**src/rtl/uart_rxs_pkg.sv**
```systemverilog
package uart_rxs_pkg;
   // status flag positions inside a 3-bit flag vector
   localparam int FLG_BRK = 2;
   localparam int FLG_FE  = 1;
   localparam int FLG_PE  = 0;
   localparam int FLG_W   = 3;

   // mode register 1 fields
   localparam int MR1_FLOW   = 7;
   localparam int MR1_REQSEL = 6;
   localparam int MR1_BLOCK  = 5;
   // mode register 2 fields
   localparam int MR2_TXFLOW = 4;

   // command codes
   localparam int          CMD_W       = 3;
   localparam logic [2:0]  CMD_PTR_HOME = 3'd1;
   localparam logic [2:0]  CMD_ERR_CLR  = 3'd2;
endpackage

```
**src/rtl/uart_rxs_modereg.sv**
```systemverilog
module uart_rxs_modereg #(
   parameter int REG_W = 8
) (
   input  logic             clk,
   input  logic             rst_n,
   input  logic             acc_wr,
   input  logic             acc_rd,
   input  logic [REG_W-1:0] wdata,
   input  logic             ptr_home,
   output logic [REG_W-1:0] rdata,
   output logic [REG_W-1:0] mr1,
   output logic [REG_W-1:0] mr2
);
   if (REG_W < 8) begin : g_bad_w
      $error("mode register must be at least 8 bits");
   end

   logic sel2_q;   // 0 selects register 1

   always_ff @(posedge clk) begin
      if (!rst_n) begin
         sel2_q <= 1'b0;
         mr1    <= '0;
         mr2    <= '0;
      end else begin
         if (acc_wr) begin
            if (sel2_q) mr2 <= wdata;
            else        mr1 <= wdata;
         end
         if (ptr_home)                           sel2_q <= 1'b0;
         else if ((acc_wr || acc_rd) && !sel2_q) sel2_q <= 1'b1;
      end
   end

   assign rdata = sel2_q ? mr2 : mr1;

   a_r2_ptr_adv: assert property (@(posedge clk) disable iff (!rst_n)
      (!sel2_q && (acc_wr || acc_rd) && !ptr_home) |=> sel2_q);
   a_r3_ptr_home: assert property (@(posedge clk) disable iff (!rst_n)
      ptr_home |=> !sel2_q);
   a_r2_mr1_kept: assert property (@(posedge clk) disable iff (!rst_n)
      sel2_q |=> $stable(mr1));
endmodule

```
**src/rtl/uart_rxs_fifo.sv**
```systemverilog
module uart_rxs_fifo
   import uart_rxs_pkg::*;
#(
   parameter int DEPTH  = 4,
   parameter int DATA_W = 8
) (
   input  logic              clk,
   input  logic              rst_n,
   input  logic              push,
   input  logic [DATA_W-1:0] push_data,
   input  logic [FLG_W-1:0]  push_flags,
   input  logic              pop,
   input  logic              ovr_clr,
   output logic [DATA_W-1:0] head_data,
   output logic [FLG_W-1:0]  head_flags,
   output logic              empty,
   output logic              full,
   output logic              pop_ok,
   output logic              overrun
);
   localparam int PTR_W = (DEPTH > 1) ? $clog2(DEPTH) : 1;
   localparam int CNT_W = $clog2(DEPTH + 1);

   if (DEPTH < 2 || (DEPTH & (DEPTH - 1)) != 0) begin : g_bad_depth
      $error("DEPTH must be a power of two of at least 2");
   end

   logic [DATA_W-1:0] mem_d [DEPTH];
   logic [FLG_W-1:0]  mem_f [DEPTH];
   logic [PTR_W-1:0]  wr_q, rd_q;
   logic [CNT_W-1:0]  cnt_q;
   logic              push_ok;

   assign empty   = (cnt_q == '0);
   assign full    = (cnt_q == CNT_W'(DEPTH));
   assign push_ok = push && !full;
   assign pop_ok  = pop && !empty;

   for (genvar i = 0; i < DEPTH; i++) begin : g_slot
      always_ff @(posedge clk) begin
         if (push_ok && wr_q == PTR_W'(i)) begin
            mem_d[i] <= push_data;
            mem_f[i] <= push_flags;
         end
      end
   end

   always_ff @(posedge clk) begin
      if (!rst_n) begin
         wr_q    <= '0;
         rd_q    <= '0;
         cnt_q   <= '0;
         overrun <= 1'b0;
      end else begin
         if (push_ok) wr_q <= wr_q + 1'b1;
         if (pop_ok)  rd_q <= rd_q + 1'b1;
         cnt_q <= cnt_q + CNT_W'(push_ok) - CNT_W'(pop_ok);
         if (push && full) overrun <= 1'b1;
         else if (ovr_clr) overrun <= 1'b0;
      end
   end

   assign head_data  = mem_d[rd_q];
   assign head_flags = mem_f[rd_q];

   a_r11_no_overflow: assert property (@(posedge clk) disable iff (!rst_n)
      cnt_q <= CNT_W'(DEPTH));
   a_r11_ovr_set: assert property (@(posedge clk) disable iff (!rst_n)
      (push && full) |=> overrun);
   a_r11_full_hold: assert property (@(posedge clk) disable iff (!rst_n)
      (full && !pop) |=> full);
endmodule

```
**src/rtl/uart_rxs_errstat.sv**
```systemverilog
module uart_rxs_errstat
   import uart_rxs_pkg::*;
(
   input  logic             clk,
   input  logic             rst_n,
   input  logic [FLG_W-1:0] head_flags,
   input  logic             head_valid,
   input  logic             pop_ok,
   input  logic             clr,
   input  logic             block_mode,
   output logic [FLG_W-1:0] stat
);
   logic [FLG_W-1:0] acc_q;
   logic             seen_q;   // head flags already folded into acc_q
   logic [FLG_W-1:0] fresh;

   assign fresh = (head_valid && !seen_q) ? head_flags : '0;

   always_ff @(posedge clk) begin
      if (!rst_n) begin
         acc_q  <= '0;
         seen_q <= 1'b0;
      end else begin
         acc_q  <= (clr ? '0 : acc_q) | fresh;
         seen_q <= pop_ok ? 1'b0 : (seen_q | head_valid);
      end
   end

   assign stat = block_mode ? (acc_q | fresh)
                            : (head_valid ? head_flags : '0);

   a_r10_sticky: assert property (@(posedge clk) disable iff (!rst_n)
      !clr |=> ((acc_q & $past(acc_q)) == $past(acc_q)));
   a_r10_cleared: assert property (@(posedge clk) disable iff (!rst_n)
      (clr && !head_valid) |=> (acc_q == '0));
endmodule

```
**src/rtl/uart_rxs_flow.sv**
```systemverilog
module uart_rxs_flow (
   input  logic clk,
   input  logic rst_n,
   input  logic en,
   input  logic start_det,
   input  logic full,
   output logic rts_o
);
   logic hold_q;

   always_ff @(posedge clk) begin
      if (!rst_n)                 hold_q <= 1'b0;
      else if (!en)               hold_q <= 1'b0;
      else if (start_det && full) hold_q <= 1'b1;
      else if (!full)             hold_q <= 1'b0;
   end

   assign rts_o = !(en && hold_q && full);

   a_r4_hold_set: assert property (@(posedge clk) disable iff (!rst_n)
      (en && start_det && full) |=> hold_q);
   a_r6_hold_off: assert property (@(posedge clk) disable iff (!rst_n)
      !en |=> !hold_q);
endmodule

```
**src/rtl/uart_rxs_ctl.sv**
```systemverilog
module uart_rxs_ctl
   import uart_rxs_pkg::*;
#(
   parameter int DEPTH  = 4,
   parameter int DATA_W = 8
) (
   input  logic              clk,
   input  logic              rst_n,
   input  logic              reg_wr,
   input  logic              reg_rd,
   input  logic [7:0]        reg_wdata,
   output logic [7:0]        reg_rdata,
   input  logic              cmd_wr,
   input  logic [CMD_W-1:0]  cmd_misc,
   input  logic              start_det,
   input  logic              char_done,
   input  logic [DATA_W-1:0] char_data,
   input  logic              char_brk,
   input  logic              char_fe,
   input  logic              char_pe,
   input  logic              fifo_pop,
   output logic [DATA_W-1:0] rx_data,
   output logic              rx_ready,
   output logic              rx_full,
   output logic              rx_req,
   output logic              rts_o,
   output logic              stat_brk,
   output logic              stat_fe,
   output logic              stat_pe,
   output logic              overrun
);
   logic [7:0]       mr1, mr2;
   logic             ptr_home, err_clr, empty, pop_ok, flow_en;
   logic [FLG_W-1:0] in_flags, head_flags, stat;

   assign ptr_home = cmd_wr && (cmd_misc == CMD_PTR_HOME);
   assign err_clr  = cmd_wr && (cmd_misc == CMD_ERR_CLR);

   assign in_flags[FLG_BRK] = char_brk;
   assign in_flags[FLG_FE]  = char_fe;
   assign in_flags[FLG_PE]  = char_pe;

   uart_rxs_modereg #(.REG_W(8)) u_mode (
      .clk(clk), .rst_n(rst_n), .acc_wr(reg_wr), .acc_rd(reg_rd),
      .wdata(reg_wdata), .ptr_home(ptr_home), .rdata(reg_rdata),
      .mr1(mr1), .mr2(mr2));

   uart_rxs_fifo #(.DEPTH(DEPTH), .DATA_W(DATA_W)) u_fifo (
      .clk(clk), .rst_n(rst_n), .push(char_done), .push_data(char_data),
      .push_flags(in_flags), .pop(fifo_pop), .ovr_clr(err_clr),
      .head_data(rx_data), .head_flags(head_flags), .empty(empty),
      .full(rx_full), .pop_ok(pop_ok), .overrun(overrun));

   uart_rxs_errstat u_err (
      .clk(clk), .rst_n(rst_n), .head_flags(head_flags), .head_valid(!empty),
      .pop_ok(pop_ok), .clr(err_clr), .block_mode(mr1[MR1_BLOCK]),
      .stat(stat));

   // both sides asking for flow control cancels it
   assign flow_en = mr1[MR1_FLOW] && !mr2[MR2_TXFLOW];

   uart_rxs_flow u_flow (
      .clk(clk), .rst_n(rst_n), .en(flow_en), .start_det(start_det),
      .full(rx_full), .rts_o(rts_o));

   assign rx_ready = !empty;
   assign rx_req   = mr1[MR1_REQSEL] ? rx_full : !empty;
   assign stat_brk = stat[FLG_BRK];
   assign stat_fe  = stat[FLG_FE];
   assign stat_pe  = stat[FLG_PE];

   a_r5_rts_back: assert property (@(posedge clk) disable iff (!rst_n)
      !rx_full |-> rts_o);
   a_r9_empty_quiet: assert property (@(posedge clk) disable iff (!rst_n)
      (empty && !mr1[MR1_BLOCK]) |-> (stat == '0));
endmodule

```
**config.mk**
```make
export PLATFORM = sky130hd
export DESIGN_NAME = uart_rxs_ctl
export DESIGN_NICKNAME = d
export VERILOG_FILES = /design/src/rtl/uart_rxs_pkg.sv /design/src/rtl/uart_rxs_modereg.sv /design/src/rtl/uart_rxs_fifo.sv /design/src/rtl/uart_rxs_errstat.sv /design/src/rtl/uart_rxs_flow.sv /design/src/rtl/uart_rxs_ctl.sv
export SDC_FILE = /design/constraint.sdc
export NUM_CORES = 1
export LEC_CHECK = 0
export ABC_AREA = 1
export CORE_MARGIN = 2
export CORE_UTILIZATION = 49
export CTS_BUF_LIST = sky130_fd_sc_hd__clkbuf_4
export DETAILED_ROUTE_END_ITERATION = 8
export HOLD_SLACK_MARGIN = 0.05
export PLACE_DENSITY = 0.78
export RECOVER_POWER = 50
export REMOVE_ABC_BUFFERS = 1
export SYNTH_ARGS = -nofsm -noshare
export SYNTH_HDL_FRONTEND = slang
export SYNTH_SLANG_ARGS = --single-unit
```
**constraint.sdc**
```tcl
create_clock -name clk -period 1.8 [get_ports clk]
set_input_delay 0.36 -clock clk [delete_from_list [all_inputs] [get_ports clk]]
set_output_delay 0.36 -clock clk [all_outputs]
set_load 0.02 [all_outputs]
```
# [Word level (Yosys, flattened, before mapping)]
# Memories as Yosys holds them, arrays and structs flattened. A register that Yosys moved wholly into a read port is not among the register bits.
# Index checks and enable logic that the tools add are counted.
[op_classes] n_addsub=4 eq_ne=7 mux=40 n_bitwise=5 n_reduce_logical=36
[op_table] op="two-way mux 8 bit" n=4
[op_table] op="OR reduction 8 bit" n=3
[op_table] op="two-way mux 3 bit" n=7
[op_table] op="two-way mux 2 bit" n=10
[op_table] op="two-way mux 1 bit" n=19
[op_table] op="logical AND 1 bit" n=15
[op_table] op="OR reduction 3 bit" n=3
[op_table] op="logical NOT 1 bit" n=6
[op_table] op="OR 3 bit" n=2
[op_table] op="AND reduction 2 bit" n=3
[op_table] op="adder 2 x 1 -> 2 bit (second input constant)" n=2
[op_table] op="== test 2 bit (second input constant)" n=2
[op_table] op="OR reduction 2 bit" n=2
[op_table] op="adder 3 x 1 -> 3 bit" n=1
[op_table] op="== test 3 x 1 -> 1 bit (second input constant)" n=1
[op_table] op="== test 3 x 2 -> 1 bit (second input constant)" n=1
[op_table] op="== test 3 bit (second input constant)" n=1
[op_table] op="logical NOT 3 bit" n=1
[op_table] op="subtractor 3 x 1 -> 3 bit" n=1
[op_table] op="== test 2 x 1 -> 1 bit (second input constant)" n=1
[op_table] op="logical NOT 2 bit" n=1
[op_table] op="!= test 2 x 1 -> 1 bit (second input constant)" n=1
[op_table] op="inverter 1 bit" n=2
[op_table] op="nonzero test 2 bit" n=1
[op_table] op="other kinds (2)" n=2
[word_totals] register_bits=30 mem_bits_rw=44 inputBits=30 wordCells=104 mem_count=2
[mem_list] name="u_fifo.mem_d" words=4 word_bits=8 rd=1 rd_ports_with_merged_regs=1 wr=1 line="uart_rxs_fifo.sv:28" source="logic [DATA_W-1:0] mem_d [DEPTH];"
[mem_list] name="u_fifo.mem_f" words=4 word_bits=3 rd=1 rd_ports_with_merged_regs=1 wr=1 line="uart_rxs_fifo.sv:29" source="logic [FLG_W-1:0] mem_f [DEPTH];"

# [Depth between registers and ports, before layout]
[logic_depth] depth_word=10 mapped_depth=12

# [Hierarchy]
# A second synthesis with hierarchy kept.
[hier_totals] cells_unflattened=351 area_unflattened_um2=3280.6
[by_module_without_submodules] mod="uart_rxs_fifo" instances=1 cells_each=180 area_per_inst_um2=2175.8 seq_area_each_um2=1521.5
[by_module_without_submodules] mod="uart_rxs_modereg" instances=1 cells_each=119 area_per_inst_um2=812.0 seq_area_each_um2=340.3
[by_module_without_submodules] mod="uart_rxs_errstat" instances=1 cells_each=34 area_per_inst_um2=205.2 seq_area_each_um2=80.1
[by_module_without_submodules] mod="uart_rxs_ctl" instances=1 cells_each=13 area_per_inst_um2=50.0 seq_area_each_um2=0.0
[by_module_without_submodules] mod="uart_rxs_flow" instances=1 cells_each=5 area_per_inst_um2=37.5 seq_area_each_um2=20.0

# [Worst setup path after synthesis]
# OpenSTA, ideal clock, no wires.
[synth_path] path_kind="register -> register" start="reg u_fifo.cnt_q[1]" end="reg u_fifo.cnt_q[2]" arrival_time_ps=1885 t_required_ps=1730 slack_ps=-154 path_stages_with_launch=13 period_less_slack_ps=1954 cell_sequence="dfxtp_1 > nor2_4 > nand2_4 > nand2_2 > inv_2 > ha_1 > inv_1 > ha_1 > inv_1 > fa_1 > inv_1 > o21ai_0 > a21oi_1"
[synth_via] word_cells_on_any_way=8 classes_between="add/sub: 2; eq/ne: 1; reduce/logical: 5"
[synth_lines] item="start, declared" line="uart_rxs_fifo.sv:31" source="logic [CNT_W-1:0] cnt_q;"
[synth_lines] item="start signal, assigned" line="uart_rxs_fifo.sv:57" source="cnt_q <= cnt_q + CNT_W'(push_ok) - CNT_W'(pop_ok);"
[synth_lines] item="logical NOT 3 bit" line="uart_rxs_fifo.sv:34" source="assign empty = (cnt_q == '0);"
[synth_lines] item="logical NOT 1 bit"
[synth_lines] item="named net rx_ready" line="uart_rxs_ctl.sv:23" source="output logic rx_ready,"
[synth_lines] item="logical AND 1 bit" line="uart_rxs_fifo.sv:37" source="assign pop_ok = pop && !empty;"
[synth_lines] item="named net pop_ok" line="uart_rxs_ctl.sv:33" source="logic ptr_home, err_clr, empty, pop_ok, flow_en;"
[synth_lines] item="subtractor 3 x 1 -> 3 bit" line="uart_rxs_fifo.sv:57"
# The timed path passes the listed nets, and every way through them passes these cells.
# A chain may end at the register's enable or synchronous reset.

# [Worst setup path in the final report]
[layout_path] start="reg u_fifo.cnt_q[1]" end="out stat_brk"
[layout_via] elab_chain_cells=6 word_cells_on_any_way=7 classes_between="mux: 3; bitwise: 1; reduce/logical: 3"
[layout_lines] item="logical NOT 3 bit (*)" line="uart_rxs_fifo.sv:34"
[layout_lines] item="logical NOT 1 bit" line="uart_rxs_ctl.sv:55" source=".clk(clk), .rst_n(rst_n), .head_flags(head_flags), .head_valid(!empty),"
[layout_lines] item="logical AND 1 bit" line="uart_rxs_errstat.sv:17" source="assign fresh = (head_valid && !seen_q) ? head_flags : '0;"
[layout_lines] item="two-way mux 3 bit" line="uart_rxs_errstat.sv:17"
[layout_lines] item="OR 3 bit" line="uart_rxs_errstat.sv:29" source="assign stat = block_mode ? (acc_q | fresh)"
[layout_lines] item="two-way mux 3 bit (*)" line="uart_rxs_errstat.sv:29"
[layout_lines] item="end, declared" line="uart_rxs_ctl.sv:27" source="output logic stat_brk,"
# Every way passes the cells marked *; elsewhere a longest branch is shown, timed or not.

==> flow_results.org <==
** Floorplanning
- For this configuration, the core starts out at a cell density of 50.31%.
- The die is 84.28 µm wide.
- In this run the count of I/O pins placed on the die edge is 54.
- The die covers 7103 µm².
- Die Span Y :: 84.28 µm
- Row generation in the floorplan step produced 29 rows.
- Area of the core region :: ~6300 µm²

** Worst setup path
- STA classifies the critical path startpoint as a flop.
- Along the worst path, the maximum fanout reaches 4.
- STA classifies the critical path endpoint as an output pin.
- Worst setup slack for register-to-register paths :: -0.05 ns
- In this run the critical register-to-register path is launched from u_fifo.cnt_q[1].
- Data arrives at the worst endpoint at ~1.5 ns.
- At the worst endpoint, the required time is 1.44 ns.
- The critical path is of the flop to output pin type.
- The most critical setup path has its startpoint at u_fifo.cnt_q[1].

** Worst hold path
- In this run the most critical hold path is launched from u_err.acc_q[1].
- Kind of path behind the tightest hold check :: flop to flop

** Finish
- From synthesis to final layout, the design area changed by 34.15%.
- Cells with a size suffix above 1 make up 26.96% of the layout.
- The number of antenna diodes in the final layout is 0.
- # nets final :: 440

** STA
- The worst pin sits at a relative slew slack of 74.71%.
- The number of hold violations in the final report came to 0.
- Minimum hold slack :: approximately 0.48 ns
- Slew at the pin closest to its max-slew limit :: 0.3794 ns
- The count of final max-slew check failures was 0.
- Final critical path time including I/O delays and setup :: 1.898 ns
- Total setup violations reported at the end of the flow :: 8
- Achievable frequency :: 526.8 MHz
- In the finished design, the share of the clock period the worst path needs comes to 105.5%.
- The clock arrives with approximately 0.016 ns of skew.
- Worst setup slack after layout :: -0.09828 ns
- RSZ-0062 raised after global routing :: true

** Yosys
- The cell area that synthesis handed to floorplanning was about 3200 µm².
- The synthesized design devotes to its leading area cell type 41.84% of total area.
- Post-synth EDFFs :: 44
- Yosys attributes the largest share of cell area to sky130_fd_sc_hd__edfxtp_1 (42%), sky130_fd_sc_hd__dfxtp_1 (20%), sky130_fd_sc_hd__nor2_1 (6.4%).
- Yosys printed 0 warnings.
- The largest total area in the synthesized netlist belongs to sky130_fd_sc_hd__edfxtp_1.
- Post-synthesis cell count :: 312
- Counting distinct cell types in the post-synthesis netlist gives 29.
- Register bit total from synthesis :: 76
- Among all flip-flop cells after synthesis, the most frequent one is sky130_fd_sc_hd__edfxtp_1.
- Mean instance size in the synthesized netlist :: ~10 µm²
- Share of the yosys chip area belonging to registers :: 62.12%
- For this run, asynchronously set or reset flops after synthesis account for 0%.

** Power and ir drop
- Power comes to 5.489 mW.
- Worst ir drop on vdd :: 802.3 µV
- Leakage :: 1.712 nW
- Power spread over the standard cell area amounts to ~1300 nW/µm².

** Global route
- The number of antenna violations at the first check in global routing came to 0.
- Maximum number of pins on one net before global-route repair :: 23
- The first global-routing pass estimated 11,230 µm of wire.
- Number of global-route vias before repair :: 2,464
- In the global route stage, overall resource usage came out at 19.97%.
- Global routing finished with a remaining overflow of 0.

** Routing
- Once detail routing completed, the nets flagged for antenna violations numbered 0.
- The first TritonRoute pass finished after 4 iterations.
- For this block, the via count after detailed routing is around 2,500.
- In the routed design, unresolved DRC markers number 0.
- Wires add up to around 7000 µm.
- In the routed layout, each cell is associated on average with a via count of 5.076.
- After detailed routing, the average wire length per cell comes to 14.18 µm.
- In this run, the number of DRC markers left after iteration 0 of detailed routing was 138.

** Clocking
- CTS H-tree lvls :: 3
- The clock drives 76 sinks.
- The root buffer cell chosen for the clock tree is sky130_fd_sc_hd__clkbuf_4.
- For this design, the CTS-stage hold fixing added 0 buffers.
- Max Buffers Root-to-Sink :: 2
- Clock latency on the worst-skew pair, taken at its later pin, is 0.41 ns.
- TritonCTS built the clock tree.
- Clock-pin slew was measured on the worst setup and hold paths at 0.12 ns.
- CTS Buf Count :: 9

** Placement
- At the end of routability-driven placement, the weighted congestion stood at between 0.7 and 0.8.
- Summed over all nets, the half-perimeter wirelength after detailed placement is 4831 µm.
- Port-buffer cells :: 53

** Outcome
- The checks that failed: negative setup slack.
- The flow ran to the end, but the final reports show violations.

** Job
- The tool flagged a number of max-cap violations equal to 0.
==> sequential cells by signal (all words and copies together), names as in the netlist, named ones only <==
register,cells
u_fifo.rd_q,2
u_fifo.overrun,1
u_fifo.mem_d,32
u_mode.sel2_q,1
u_err.acc_q,3
u_mode.mr1,8
u_fifo.mem_f,12
u_fifo.cnt_q,3
u_fifo.wr_q,2
u_mode.mr2,8
u_flow.hold_q,1
u_err.seen_q,1
==> final timing paths <==
kind                                   endpoint  cells past startpoint
worst max-delay path                   stat_brk                      6
worst min-delay path             u_err.acc_q[1]                      2
worst max register to register  u_fifo.cnt_q[1]                     10
worst min register to register   u_err.acc_q[1]                      2
==> routing by layer <==
metal	track usage, %	part of all wire (%)	routed length [µm]
met1	26.11	44	3054
met2	33.41	50	3425
met3	2.655	4.2	288
met4	8.651	1.6	110
met5	0	0	0
==> placed cells by master, fill, tap and decap left out, types with 8 or more instances in the layout <==
cell type                         netlist  routed
sky130_fd_sc_hd__edfxtp_1              44      44
sky130_fd_sc_hd__clkdlybuf4s50_1        0      17
sky130_fd_sc_hd__a21oi_1               12      11
sky130_fd_sc_hd__o21ai_2                1       9
sky130_fd_sc_hd__o22ai_1                8       8
sky130_fd_sc_hd__clkbuf_4               0       9
sky130_fd_sc_hd__nand2_1               50      50
sky130_fd_sc_hd__buf_6                  3       8
sky130_fd_sc_hd__nand3_2                6       8
sky130_fd_sc_hd__dlygate4sd3_1          0      13
sky130_fd_sc_hd__dfxtp_1               32      28
sky130_fd_sc_hd__nor2_1                54      53
sky130_fd_sc_hd__buf_4                  2      36
sky130_fd_sc_hd__inv_1                 21      19
sky130_fd_sc_hd__o21ai_1                3      10
sky130_fd_sc_hd__o21ai_0               36      21
==> synthesized netlist by cell type (2+ instances only) <==
library cell,count
sky130_fd_sc_hd__inv_2,6
sky130_fd_sc_hd__buf_2,2
sky130_fd_sc_hd__nand3_1,7
sky130_fd_sc_hd__a21oi_1,12
sky130_fd_sc_hd__o21ai_1,3
sky130_fd_sc_hd__nand2_2,5
sky130_fd_sc_hd__ha_1,6
sky130_fd_sc_hd__nand2_4,3
sky130_fd_sc_hd__o22ai_1,8
sky130_fd_sc_hd__nand3_2,6
sky130_fd_sc_hd__dfxtp_1,32
sky130_fd_sc_hd__o21ai_0,36
sky130_fd_sc_hd__nor2_1,54
sky130_fd_sc_hd__inv_1,21
sky130_fd_sc_hd__nor3_1,2
sky130_fd_sc_hd__nand2_1,50
sky130_fd_sc_hd__buf_6,3
sky130_fd_sc_hd__buf_4,2
sky130_fd_sc_hd__edfxtp_1,44
==> per-stage QoR <==
step	std cells	setup TNS, ns	utilization, %	worst slack, ns	instance area, µm²
finish	485	-0.3607	67.49	-0.09828	4237
global route	485	-1.882	67.49	-0.1841	4237
CTS	482	-0.5655	66.25	-0.09522	4159
detailed placement	459	-1.682	62.95	-0.2999	3951
global placement	459	-1.436	62.95	-0.2553	3951
floorplan	303	-0.2671	-	-0.1445	3092
==> power breakdown <==
part           switching, mW  internal, mW  total (mW)
clock network          0.595         0.413        1.01
registers              0.135          2.09        2.22
logic                   1.21          1.05        2.26
total                   1.94          3.55        5.49
==> cell families (layout without fill, tap and decap cells) <==
| kind of cell | count (synthesis) | after routing | share of synthesized area [%] |
|---|---|---|---|
| AND/OR/NAND/NOR | 129 | 129 | 18.30 |
| flip-flops | 76 | 76 | 62.12 |
| AO/OA/AOI/OAI | 62 | 62 | 10.70 |
| buffers and inverters | 36 | 132 | 5.309 |
| adder cells (fa/ha/maj) | 7 | 7 | 3.011 |
| XOR/XNOR | 2 | 2 | 0.5548 |
==> area by class of cell <==
class / count / area, µm²
well taps: 77 / 96.34
repair buffers: 89 / 824.5
clock inverters: 7 / 67.56
multi-input cells: 200 / 1102
inverters: 27 / 108.9
fillers: 479 / 2041
clock buffers: 9 / 67.56
flip-flops and latches: 76 / 1969
==> what timing repair did <==
item	4_1_cts	5_1_grt
cloned	1	0
resized for setup	113	32
setup endpoints to repair	25	23
pin swaps	12	9
buffers inserted	6	3
==> worst max-delay path, stage by stage, from the launching register on <==
cell,delay (ns)
sky130_fd_sc_hd__dfxtp_2,0.38
sky130_fd_sc_hd__nor2_4,0.07
sky130_fd_sc_hd__buf_4,0.13
sky130_fd_sc_hd__a21oi_2,0.22
sky130_fd_sc_hd__nand3_1,0.13
sky130_fd_sc_hd__nand2_2,0.10
sky130_fd_sc_hd__buf_6,0.11
(Power assumes the default switching activity.)
